`config.mk`:
```
export PLATFORM = sky130hd
export DESIGN_NAME = hwloop_ctrl
export DESIGN_NICKNAME = d
export VERILOG_FILES = /design/src/rtl/hwloop_pkg.sv /design/src/rtl/hwloop_level.sv /design/src/rtl/hwloop_resolve.sv /design/src/rtl/hwloop_ctrl.sv
export SDC_FILE = /design/constraint.sdc
export NUM_CORES = 1
export LEC_CHECK = 0
export BUFFER_PORTS_ARGS = -buffer_cell sky130_fd_sc_hd__clkbuf_2
export CAP_MARGIN = 5
export CORE_MARGIN = 8
export CORE_UTILIZATION = 49
export DETAILED_ROUTE_END_ITERATION = 10
export PLACE_DENSITY = 0.77
export SYNTH_ARGS = -nofsm -noshare
export SYNTH_HDL_FRONTEND = slang
export SYNTH_SLANG_ARGS = --single-unit
```
`constraint.sdc`:
```
create_clock -name clk -period 3.2 [get_ports clk]
set_clock_uncertainty 0.1 [all_clocks]
set_input_delay 0.8 -clock clk [delete_from_list [all_inputs] [get_ports clk]]
set_output_delay 0.8 -clock clk [all_outputs]
set_load 0.03 [all_outputs]
```
`src/rtl/hwloop_pkg.sv`:
```
package hwloop_pkg;
   typedef enum logic {
      LVL_INNER = 1'b0,
      LVL_OUTER = 1'b1
   } loop_lvl_e;

   localparam int NUM_LEVELS = 2;
endpackage

```
`src/rtl/hwloop_level.sv`:
```
module hwloop_level #(
   parameter int AW = 32,
   parameter int CW = 16
) (
   input  logic          clk,
   input  logic          rst_n,
   input  logic          wr_en,
   input  logic [AW-1:0] wr_start,
   input  logic [CW-1:0] wr_count,
   input  logic          end_hit,
   output logic [AW-1:0] start_q,
   output logic [CW-1:0] count_q,
   output logic          more
);
   localparam logic [CW-1:0] ONE = CW'(1);

   // more than one pass left: a loop end jumps back
   assign more = count_q > ONE;

   always_ff @(posedge clk) begin
      if (!rst_n) begin
         start_q <= '0;
         count_q <= '0;
      end else if (wr_en) begin
         start_q <= wr_start;
         count_q <= wr_count;
      end else if (end_hit && count_q != '0) begin
         count_q <= count_q - ONE;
      end
   end
endmodule

```
`src/rtl/hwloop_resolve.sv`:
```
module hwloop_resolve #(
   parameter int AW = 32
) (
   input  logic          pkt_end,
   input  logic          end_inner,
   input  logic          end_outer,
   input  logic          branch_taken,
   input  logic          more_inner,
   input  logic          more_outer,
   input  logic [AW-1:0] start_inner,
   input  logic [AW-1:0] start_outer,
   output logic          hit_inner,
   output logic          hit_outer,
   output logic          redir_valid,
   output logic [AW-1:0] redir_target
);
   logic qual;
   logic loop_inner;
   logic loop_outer;

   assign qual       = pkt_end && !branch_taken;
   assign hit_inner  = qual && end_inner;
   assign loop_inner = hit_inner && more_inner;
   // the outer level is looked at only once the inner level lets go
   assign hit_outer  = qual && end_outer && !loop_inner;
   assign loop_outer = hit_outer && more_outer;

   always_comb begin
      redir_valid  = loop_inner || loop_outer;
      redir_target = loop_inner ? start_inner : start_outer;
   end
endmodule

```
`src/rtl/hwloop_ctrl.sv`:
```
module hwloop_ctrl
   import hwloop_pkg::*;
#(
   parameter int AW    = 32,
   parameter int CW    = 16,
   parameter int ALIGN = 2
) (
   input  logic          clk,
   input  logic          rst_n,
   input  logic          setup_valid,
   input  logic          setup_level,
   input  logic [AW-1:0] setup_offset,
   input  logic [CW-1:0] setup_count,
   input  logic [AW-1:0] pc_in,
   input  logic          pkt_end,
   input  logic          end_inner,
   input  logic          end_outer,
   input  logic          branch_taken,
   output logic          redir_valid,
   output logic [AW-1:0] redir_target,
   output logic [CW-1:0] count_inner,
   output logic [CW-1:0] count_outer
);
   localparam logic [AW-1:0] ALIGN_MASK = ~((AW'(1) << ALIGN) - AW'(1));

   if (AW < 8 || AW > 64) begin : g_bad_aw
      $error("hwloop_ctrl: AW out of range");
   end
   if (CW < 2) begin : g_bad_cw
      $error("hwloop_ctrl: CW must be at least 2");
   end
   if (ALIGN < 0 || ALIGN >= AW) begin : g_bad_align
      $error("hwloop_ctrl: ALIGN out of range");
   end

   logic [AW-1:0] setup_addr;
   logic [AW-1:0] sum_addr;
   logic [NUM_LEVELS-1:0]          hit;
   logic [NUM_LEVELS-1:0]          more;
   logic [NUM_LEVELS-1:0][AW-1:0]  start;
   logic [NUM_LEVELS-1:0][CW-1:0]  count;

   assign sum_addr = pc_in + setup_offset;

   if (ALIGN == 0) begin : g_noalign
      assign setup_addr = sum_addr;
   end else begin : g_align
      assign setup_addr = sum_addr & ALIGN_MASK;
   end

   for (genvar g = 0; g < NUM_LEVELS; g++) begin : g_lvl
      logic wr;
      assign wr = setup_valid && (loop_lvl_e'(setup_level) == loop_lvl_e'(g));
      hwloop_level #(.AW(AW), .CW(CW)) i_level (
         .clk      (clk),
         .rst_n    (rst_n),
         .wr_en    (wr),
         .wr_start (setup_addr),
         .wr_count (setup_count),
         .end_hit  (hit[g]),
         .start_q  (start[g]),
         .count_q  (count[g]),
         .more     (more[g])
      );
   end

   hwloop_resolve #(.AW(AW)) i_resolve (
      .pkt_end      (pkt_end),
      .end_inner    (end_inner),
      .end_outer    (end_outer),
      .branch_taken (branch_taken),
      .more_inner   (more[0]),
      .more_outer   (more[1]),
      .start_inner  (start[0]),
      .start_outer  (start[1]),
      .hit_inner    (hit[0]),
      .hit_outer    (hit[1]),
      .redir_valid  (redir_valid),
      .redir_target (redir_target)
   );

   assign count_inner = count[0];
   assign count_outer = count[1];
endmodule

```
==> results of run 1 <==
==> sequential cells by signal, summed over array words and instances (netlist names) <==
signal,flops
g_lvl.i_level.start_q,60
g_lvl.i_level.count_q,32
==> cell type report <==
| class | count | area share [%] |
|---|---|---|
| timing repair buffer | 203 | 18.9 |
| sequential | 92 | 23.9 |
| clock inverter | 7 | 1.01 |
| tap | 147 | 2.38 |
| clock buffer | 9 | 2.92 |
| inverter | 12 | 0.584 |
| multi-input combinational | 590 | 50.2 |
==> stage by stage <==
step	util [%]	std cells	setup TNS (ps)	setup slack (ps)	total power [mW]
after global placement	59.3	1038	-1350	-214	2.38
after global routing	65.1	1060	-2110	-102	3.71
after CTS	64.7	1059	-906	-57.7	3.53
after floorplan	-	737	-327	-15.7	2.03
final	65.1	1060	-316	-35.1	3.53
after detailed placement	59.3	1038	-2220	-296	2.39
==> metal layers <==
layer	track usage, %	wire length [um]	vias to the layer above
met5	0	0	-
li1	-	-	2996
met2	35.7	7900	208
met1	25.6	7500	2719
met3	4.21	1090	18
met4	6.09	219	0
==> cell families after synthesis <==
group / Yosys count / synth area share [%]
and+or+nand+nor: 253 / 20.6
AOI/OAI and AO/OA: 214 / 22.7
DFF: 92 / 31.4
xor gates and xnor gates: 55 / 8.21
buffers and inverters: 55 / 3.65
adders and majority gates: 36 / 7.68
muxes: 30 / 5.76
other: 1 / 0.0639
==> Yosys cell counts, types with 5 or more instances <==
cell / n / area (sq um)
nand3_1: 25 / 125
o311ai_0: 6 / 52.6
a21oi_1: 80 / 400
nor2_1: 71 / 267
dfxtp_1: 92 / 1840
a31oi_1: 7 / 43.8
nand4_1: 8 / 50.1
o21bai_1: 7 / 52.6
mux2_2: 30 / 338
ha_1: 36 / 450
nor3_1: 18 / 90.1
xnor2_1: 37 / 324
a21o_1: 18 / 135
buf_1: 5 / 18.8
o21ai_0: 49 / 245
a211oi_1: 14 / 105
inv_1: 11 / 41.3
xor2_1: 18 / 158
a32oi_1: 6 / 52.6
and2_1: 5 / 31.3
nor2b_1: 5 / 31.3
nor3_2: 5 / 50.1
and3_1: 6 / 37.5
clkbuf_1: 36 / 135
nand2_1: 82 / 308
==> path summary, 6_finish.rpt <==
| kind | start | to | slack (ps) | depth (start not counted) |
|---|---|---|---|---|
| worst max register to register | g_lvl[0].i_level.count_q[9] | g_lvl[1].i_level.count_q[4] | 320 | 10 |
| worst max-delay path | g_lvl[0].i_level.count_q[9] | redir_target[30] | -40 | 6 |
| worst min-delay path | g_lvl[1].i_level.start_q[18] | g_lvl[1].i_level.start_q[18] | 360 | 2 |
| worst min register to register | g_lvl[1].i_level.start_q[18] | g_lvl[1].i_level.start_q[18] | 360 | 2 |
==> timing repair <==
action                     CTS  global route
buffers inserted             5             1
resized for setup           73            19
gates cloned                 0             0
setup endpoints to repair   31            37
pin swaps                    0             3
==> report_power, final <==
part | leakage (nW) | switching, mW | total (mW) | internal, mW
Sequential | 0.757 | 0.0689 | 1.31 | 1.24
Clock | 0.146 | 0.510 | 1.07 | 0.557
Combinational | 2.43 | 0.655 | 1.16 | 0.505
Total | 3.33 | 1.23 | 3.53 | 2.30
==> critical path: cells and delay by family, from the launching register on <==
kind	cells	cell delay, ps
AND/OR/NAND/NOR	2	760
buffers and inverters	2	380
flip-flops	1	340
multiplexers	1	310
AO/OA/AOI/OAI	1	210
==> metrics.md, run 1 <==
| Metric | Value |
|---|---|
| Fin crit period | about 3200 ps |
| Relative slew margins | 53.4% |
| CP peak stage delay | 530 ps |
| CP max-delay cell | or4_4 |
| Worst-Skew Late Latency | approximately 340 ps |
| Crit. End Element | output port |
| Remaining Overflow, GRT | 0 |
| Initial DRC Count | about 430 |
| Failing checks | negative setup slack |
| Clk slew on worst S/H paths | ~70 ps |
| Leakage | approximately 3.3 nW |
| CTS Hold Bufs | 0 |
| Routed vias/inst | 5.60 |
| HPWL Detailed | between 10 and 15 mm |
| Initial antenna violation count | 0 |
| Ys Warns | 0 |
| Pwr per Cell Area | between 400 and 500 nW/um^2 |
| Clock Sinks | 92 |
| IO Port Bufs | 150 |
| CP Class | register to output port |
| Mapped Area | ~6000 sq um |
| Final setup violation count | 17 |
| Mean post-synth cell area | about 8 sq um |
| DIE HEIGHT | around 130 um |
| Num rows | 40 |
| GPL Wtd Cong | 0.882 |
| CTS tree | done |
| H-tree Lvls | 3 |
| Root buffer cell | clkbuf_16 |
| WL final | between 15 and 20 mm |
| Commonest non-fill, non-tap cells in the layout | clkbuf_2, dfxtp_1, nand2_1 |
| Hold slack | between 300 and 400 ps |
| Multi-input logic area | between 3000 and 4000 sq um |
| RSZ-0062 raised after global routing | yes |
| First-pass GRT wire length | ~28 mm |
| CTS Buf Count | 9 |
| Starting density of the core | between 40% and 50% |
| P&R area growth vs syn | 31.5% |
| Crit path DAT | around 2300 ps |
| Startpoint Class | register |
| Synth unique cells | between 50 and 60 |
| GRT Total Usage | 20.8% |
| ANT cells | 0 |
| VDD IR max | around 0.30 mV |
| Fraction of registers with async set/reset | 0% |
| 1st-pass router iterations | 5 |
| Register area | around 1800 sq um |
| Die W | between 100 and 150 um |
| Hold Fails Final Rpt | 0 |
| Final worst setup slack | -35.1 ps |
| Largest net degree at the start of global routing | between 40 and 50 |
| Core area | 11,900 sq um |
| Placed cell areas | roughly 7000 sq um |
| FMAX | between 300 and 400 MHz |
| Layout cells sized above 1 | 30.1% |
| Pins over their slew limit | 0 |
| Design area | 7720 sq um |
| Die ar. | roughly 16,000 sq um |
| Max cap viols | 0 |
| Syn Inst Count | 736 |
| Io pins | approximately 150 |
| Nets | 1,032 |
| Crit path max fanout | 22 |
| Status | complete, but fails checks |
| Most common cell after layout, fill and taps aside | clkbuf_2 |
| Crit path cell chain | or4_4 > nor4_4 > a41oi_4 > buf_12 > mux2_2 > clkbuf_8 |
| Vias in the first global route | about 6k |
| CP Data Required Time | ~2300 ps |
| Clk buf depth | 2 |
| DRT antenna net count | 0 |
| Detailed-route DRC error count | 0 |
| Yosys reg bits | 92 |
| Fillers | 1,013 |
| Fin crit share | 101% |
| Worst slew pin tran | roughly 700 ps |
| EDFF count, synth | 0 |
| Most common flop cell mapped by yosys | dfxtp_1 |
| Sequential area share after synthesis | a little under a third |
| DR vias | a little under 6k |
| Min-delay worst type | register to register |
| DR WL/cell | 15.8 um |
No activity file was read; power rests on OpenSTA's default activity.
==> inputs of run 2 (changes only) <==
--- a/config.mk
+++ b/config.mk
@@ -7,8 +7,10 @@
 export LEC_CHECK = 0
 export BUFFER_PORTS_ARGS = -buffer_cell sky130_fd_sc_hd__clkbuf_2
 export CAP_MARGIN = 5
+export CORE_ASPECT_RATIO = 0.7
 export CORE_MARGIN = 8
 export CORE_UTILIZATION = 49
+export CTS_CLUSTER_DIAMETER = 200
 export DETAILED_ROUTE_END_ITERATION = 10
 export PLACE_DENSITY = 0.77
 export SYNTH_ARGS = -nofsm -noshare
==> constraint.sdc (replaced) <==
create_clock -name clk -period 3.2 [get_ports clk]
set_clock_uncertainty 0.1 [all_clocks]
set_input_delay 0.8 -clock clk [delete_from_list [all_inputs] [get_ports clk]]
set_output_delay 0.8 -clock clk [all_outputs]
set_load 0.1 [all_outputs]
==> metrics.md, run 2 (synthesized netlist as in run 1, its figures left out) <==
| Metric | Value |
|---|---|
| Status | complete, but fails checks (unchanged) |
| Failing checks | negative setup slack (unchanged) |
| Num rows | 33 (was 40) |
| Crit path DAT | 2480 ps (was 2340 ps) |
| Most frequent CP cell | buf_12 |
| Internal power | 2.47 mW (was 2.30 mW) |
| RSZ-0062 raised after global routing | yes (unchanged) |
| Worst path bufs/invs | 2 (unchanged) |
| Top flop regs | g_lvl.i_level.start_q (60), g_lvl.i_level.count_q (32) (unchanged) |
| Routed vias/inst | 5.64 (was 5.60) |
| Core area | 11,700 sq um (was 11,900 sq um) |
| Largest net degree at the start of global routing | 48 (was 44) |
| Vias in the first global route | 5,580 (was 5,893) |
| Pwr per Cell Area | 504 nW/um^2 (was 458 nW/um^2) |
| P&R area growth vs syn | 35.6% (was 31.5%) |
| Final worst setup slack | -182 ps (was -35.1 ps) |
| Clock power share | 27.4% (was 30.2%) |
| Die ar. | 15,800 sq um (was 15,700 sq um) |
| Most common cell after layout, fill and taps aside | clkbuf_2 (unchanged) |
| Metal2 WL | 7.51 mm (was 7.90 mm) |
| H-tree Lvls | 3 (unchanged) |
| VDD IR max | 0.271 mV (was 0.304 mV) |
| Worst slew pin tran | 633 ps (was 697 ps) |
| Pins over their slew limit | 0 (unchanged) |
| DIE HEIGHT | 108 um (was 125 um) |
| Largest delay share family, worst path | simple AND/OR/NAND/NOR gates (unchanged) |
| GPL Wtd Cong | 0.855 (was 0.882) |
| Initial DRC Count | 453 (was 429) |
| Clk buf depth | 2 (unchanged) |
| Largest Register | g_lvl.i_level.start_q (unchanged) |
| CTS tree | done (unchanged) |
| Place WS | -156 ps (was -296 ps) |
| Relative slew margins | 57.8% (was 53.4%) |
| IO Port Bufs | 150 (unchanged) |
| CP max-delay cell | or4_4 (unchanged) |
| CP Class | register to output port (unchanged) |
| Sw frac | 38.4% (was 34.9%) |
| DR WL/cell | 16.4 um (was 15.8 um) |
| Leakage | 3.39 nW (was 3.33 nW) |
| 1st-pass router iterations | 7 (was 5) |
| Metal3 WL | 1.16 mm (was 1.09 mm) |
| Root buffer cell | clkbuf_16 (unchanged) |
| Io pins | 153 (unchanged) |
| Comb power frac | 39.7% (was 32.8%) |
| Clk slew on worst S/H paths | 60 ps (was 70 ps) |
| Number of flip-flops in the largest register | 60 (unchanged) |
| ANT cells | 0 (unchanged) |
| Starting density of the core | 50.2% (was 49.5%) |
| CP peak stage delay | 590 ps (was 530 ps) |
| Max cap viols | 0 (unchanged) |
| CP Data Required Time | 2300 ps (about the same) |
| Startpoint Class | register (unchanged) |
| Crit path cell chain | or4_4 > nor4_4 > a41oi_4 > buf_12 > mux2_2 > buf_12 (was or4_4 > nor4_4 > a41oi_4 > buf_12 > mux2_2 > clkbuf_8) |
| WL final | 17.6 mm (was 16.7 mm) |
| Worst-Skew Late Latency | 340 ps (about the same) |
| Detailed-route DRC error count | 0 (unchanged) |
| DRT antenna net count | 0 (unchanged) |
| Fin crit period | 3380 ps (was 3240 ps) |
| Commonest non-fill, non-tap cells in the layout | clkbuf_2, nand2_1, a21oi_1 (was clkbuf_2, dfxtp_1, nand2_1) |
| Die W | 147 um (was 125 um) |
| Top Metal Used | met4 (unchanged) |
| Remaining Overflow, GRT | 0 (unchanged) |
| Hold Fails Final Rpt | 0 (unchanged) |
| Final setup violation count | 31 (was 17) |
| First-pass GRT wire length | 28.1 mm (was 27.8 mm) |
| CTS Buf Count | 9 (unchanged) |
| Crit path max fanout | 21 (was 22) |
| Nets | 1,032 (unchanged) |
| DR vias | 6,021 (was 5,941) |
| Min-delay worst type | register to register (unchanged) |
| FMAX | 296 MHz (was 309 MHz) |
| Fin crit share | 106% (was 101%) |
| GRT Total Usage | 21.3% (was 20.8%) |
| Clock Sinks | 92 (unchanged) |
| Initial antenna violation count | 0 (unchanged) |
| Design area | 7960 sq um (was 7720 sq um) |
| Net switching power | 1.54 mW (was 1.23 mW) |
| Layout cells sized above 1 | 31.4% (was 30.1%) |
| Setup_tns | -4590 ps (was -316 ps) |
| Crit. End Element | output port (unchanged) |
| Placed cell areas | 7540 sq um (was 7030 sq um) |
| HPWL Detailed | 13.3 mm (was 12.6 mm) |
| M1 WL | 8.63 mm (was 7.50 mm) |
| Sequential fraction of design power | 32.9% (was 37.0%) |
[run 2: cell count changes in the layout (fill, tap and decap cells not counted), sizes merged]
cell,change
clkbuf,-14
bufinv,+2
inv,-4
buf,+16
clkinv,-1
clkinvlp,-1
[run 2: final timing paths]
kind | from | to | slack [ps] | cells past startpoint
max | g_lvl[0].i_level.count_q[8] | redir_target[20] | -180 | 6
min reg2reg | g_lvl[0].i_level.start_q[15] | g_lvl[0].i_level.start_q[15] | 350 | 2
min | g_lvl[0].i_level.start_q[15] | g_lvl[0].i_level.start_q[15] | 350 | 2
max reg2reg | g_lvl[0].i_level.count_q[8] | g_lvl[1].i_level.count_q[10] | 110 | 11
[run 2: tightest hold or removal path, stage by stage, from the launching register on]
cell     delay (ps)
dfxtp_1         300
nand2_1          50
a21oi_1          50
[run 2: routing by layer]
layer | GRT usage [%] | vias to the layer above
met1 | 30.0 | 2746
met3 | 5.12 | 26
met5 | 0 | -
met4 | 4.32 | 0
li1 | - | 2994
met2 | 32.6 | 255
[run 2: repair_timing]
action / 4_1_cts / 5_1_grt
endpoints found under the hold margin: 0 / 0
endpoints found under the setup margin: 31 / 37
hold buffers: 0 / 0
resized for setup: 4 / 7
buffers inserted: 3 / 5
pin swaps: 0 / 2
[run 2: layout make-up]
cell class / instances / area, sq um
clock buffer: 11 / 233
clock inverter: 3 / 65.1
fill: 922 / 3730
inverter: 12 / 45.0
multi-input combinational: 590 / 3910
sequential: 92 / 1870
tap: 157 / 196
timing repair buffer: 203 / 1640
[run 2: through the flow]
step                hold WS, ps  power (mW)  std cells  util (%)
global route                374        4.17       1068      68.1
CTS                         352        3.99       1063      67.5
detailed placement          343        2.88       1046      64.6
global placement            340        2.86       1046      64.6
floorplan                   333        2.39        737         -
finish                      352        4.01       1068      68.1
[run 2: power by group through the flow]
stage / Combinational [mW] / Sequential (mW) / Clock, mW
floorplan: 0.834 / 1.56 / 0
global placement: 1.53 / 1.33 / 0
detailed placement: 1.54 / 1.34 / 0
CTS: 1.56 / 1.31 / 1.11
global route: 1.68 / 1.33 / 1.16
finish: 1.59 / 1.32 / 1.10
==> inputs of run 3 (changes only) <==
==> constraint.sdc (replaced) <==
create_clock -name clk -period 3.2 [get_ports clk]
set_clock_uncertainty 0.1 [all_clocks]
set_input_delay 0.8 -clock clk [delete_from_list [all_inputs] [get_ports clk]]
set_output_delay 0.8 -clock clk [all_outputs]
set_load 0.005 [all_outputs]
==> metrics.md, run 3 (synthesized netlist as in run 1, its figures left out) <==
| Metric | Value |
|---|---|
| Fin crit period | 3330 ps (was 3380 ps) |
| Crit. End Element | output port (unchanged) |
| ANT cells | 0 (unchanged) |
| H-tree Lvls | 3 (unchanged) |
| CTS Buf Count | 9 (unchanged) |
| Clk slew on worst S/H paths | 70 ps (was 60 ps) |
| GPL Wtd Cong | 0.888 (was 0.855) |
| Initial DRC Count | 499 (was 453) |
| Relative slew margins | 54.9% (was 57.8%) |
| Largest Register | g_lvl.i_level.start_q (unchanged) |
| First-pass GRT wire length | 28.3 mm (was 28.1 mm) |
| Commonest non-fill, non-tap cells in the layout | clkbuf_2, dfxtp_1, nand2_1, a21oi_1, nor2_1 (was clkbuf_2, nand2_1, a21oi_1) |
| Min-Delay Path Depth | 2 (unchanged) |
| DIE HEIGHT | 108 um (unchanged) |
| CTS tree | done (unchanged) |
| Clock Sinks | 92 (unchanged) |
| Pwr per Cell Area | 443 nW/um^2 (was 504 nW/um^2) |
| CP Data Required Time | 2300 ps (about the same) |
| Fin crit share | 104% (was 106%) |
| Most common cell after layout, fill and taps aside | clkbuf_2 (unchanged) |
| Num rows | 33 (unchanged) |
| RSZ-0062 raised after global routing | yes (unchanged) |
| Max cap viols | 0 (unchanged) |
| Crit path DAT | 2430 ps (was 2480 ps) |
| Die ar. | 15,800 sq um (unchanged) |
| Io pins | 153 (unchanged) |
| CTS Hold Bufs | 0 (unchanged) |
| Number of flip-flops in the largest register | 60 (unchanged) |
| Worst-Skew Late Latency | 350 ps (was 340 ps) |
| Status | complete, but fails checks (unchanged) |
| Pins over their slew limit | 0 (unchanged) |
| Starting density of the core | 50.2% (unchanged) |
| Remaining Overflow, GRT | 0 (unchanged) |
| FMAX | 301 MHz (was 296 MHz) |
| Crit path max fanout | 7 (was 21) |
| WL final | 17.7 mm (was 17.6 mm) |
| Top flop regs | g_lvl.i_level.start_q (60), g_lvl.i_level.count_q (32) (unchanged) |
| DRT antenna net count | 0 (unchanged) |
| Hold Fails Final Rpt | 0 (unchanged) |
| HPWL Detailed | 13.2 mm (was 13.3 mm) |
| Initial antenna violation count | 0 (unchanged) |
| DR WL/cell | 16.4 um (about the same) |
| Failing checks | negative setup slack (unchanged) |
| Clk buf depth | 2 (unchanged) |
| Placed cell areas | 7020 sq um (was 7540 sq um) |
| 1st-pass router iterations | 5 (was 7) |
| Min-delay worst type | register to register (unchanged) |
| Final worst setup slack | -127 ps (was -182 ps) |
| Final setup violation count | 18 (was 31) |
| P&R area growth vs syn | 29.1% (was 35.6%) |
| Startpoint Class | register (unchanged) |
| Largest net degree at the start of global routing | 48 (unchanged) |
| Worst slew pin tran | 677 ps (was 633 ps) |
| Worst R2R Path Depth | 16 (was 11) |
| Detailed-route DRC error count | 0 (unchanged) |
| Leakage | 3.31 nW (was 3.39 nW) |
| CP Class | register to output port (unchanged) |
| Layout cells sized above 1 | 31.5% (was 31.4%) |
| Nets | 1,042 (was 1,032) |
| Design area | 7580 sq um (was 7960 sq um) |
| GRT Total Usage | 21.6% (was 21.3%) |
| Core area | 11,700 sq um (unchanged) |
| VDD IR max | 0.282 mV (was 0.271 mV) |
| Die W | 147 um (unchanged) |
| Overall power | 3.36 mW (was 4.01 mW) |
| IO Port Bufs | 150 (unchanged) |
| DR vias | 6,021 (unchanged) |
| Routed vias/inst | 5.58 (was 5.64) |
| Root buffer cell | clkbuf_16 (unchanged) |
| Vias in the first global route | 5,641 (was 5,580) |
-- run 3: cell types whose count changed in the layout (fill, tap and decap cells not counted), moves of 5 or more --
cell / before / now
buf_12: 33 / 2
inv_6: 0 / 5
dfxtp_1: 74 / 87
dfxtp_2: 16 / 4
clkbuf_2: 119 / 148
buf_4: 51 / 57
-- run 3: stage by stage --
step	utilization, %	setup TNS [ps]	hold WS [ps]	instances	setup WS, ps
2_1_floorplan	-	0	333	737	107
3_3_place_gp	60.1	-550	341	1045	-93.6
3_5_place_dp	60.1	-1040	348	1045	-124
4_1_cts	63.9	-1650	358	1075	-89.3
5_1_grt	64.8	-3260	379	1080	-174
6_report	64.8	-1680	356	1080	-127
-- run 3: routing by layer --
layer	wire length, um	share of wire [%]	vias up	GRT usage, %
li1	-	-	3010	-
met1	8720	49	2759	30.3
met2	7680	43	235	33.3
met3	1160	6.5	17	5.08
met4	138	0.78	0	3.59
met5	0	0	-	0
-- run 3: path summary, 6_finish.rpt --
kind                                     from                      endpoint  slack (ps)
setup / recovery  g_lvl[0].i_level.count_q[8]              redir_target[24]        -130
hold / removal    g_lvl[0].i_level.start_q[5]   g_lvl[0].i_level.start_q[5]         360
setup reg to reg  g_lvl[0].i_level.count_q[8]  g_lvl[0].i_level.count_q[15]          60
hold reg to reg   g_lvl[0].i_level.start_q[5]   g_lvl[0].i_level.start_q[5]         360
-- run 3: what timing repair did --
item                                    CTS  global route
endpoints found under the setup margin   31            40
gates resized for setup                  13            18
setup buffers                            13             5
pin swaps                                 0             5
cloned                                    1             1
-- run 3: power by group --
group / switching, mW / total, mW / internal (mW)
combinational: 0.542 / 1.02 / 0.479
clock: 0.482 / 1.02 / 0.541
sequential: 0.0758 / 1.31 / 1.24
-- run 3: area by class of cell --
class                   count  area (sq um)
flip-flops and latches     92          1850
well taps                 157           196
inverters                  12          45.0
fillers                   977          4110
clock buffers              10           229
clock inverters             6          51.3
repair buffers            213          1280
multi-input cells         590          3920
-- run 3: critical path: stages (launching register included) --
cell      delay [ps]
dfxtp_4          350
or4_4            560
nor4_4           240
a41oi_4          180
buf_6            170
buf_12           140
mux2_4           320
clkbuf_2         120
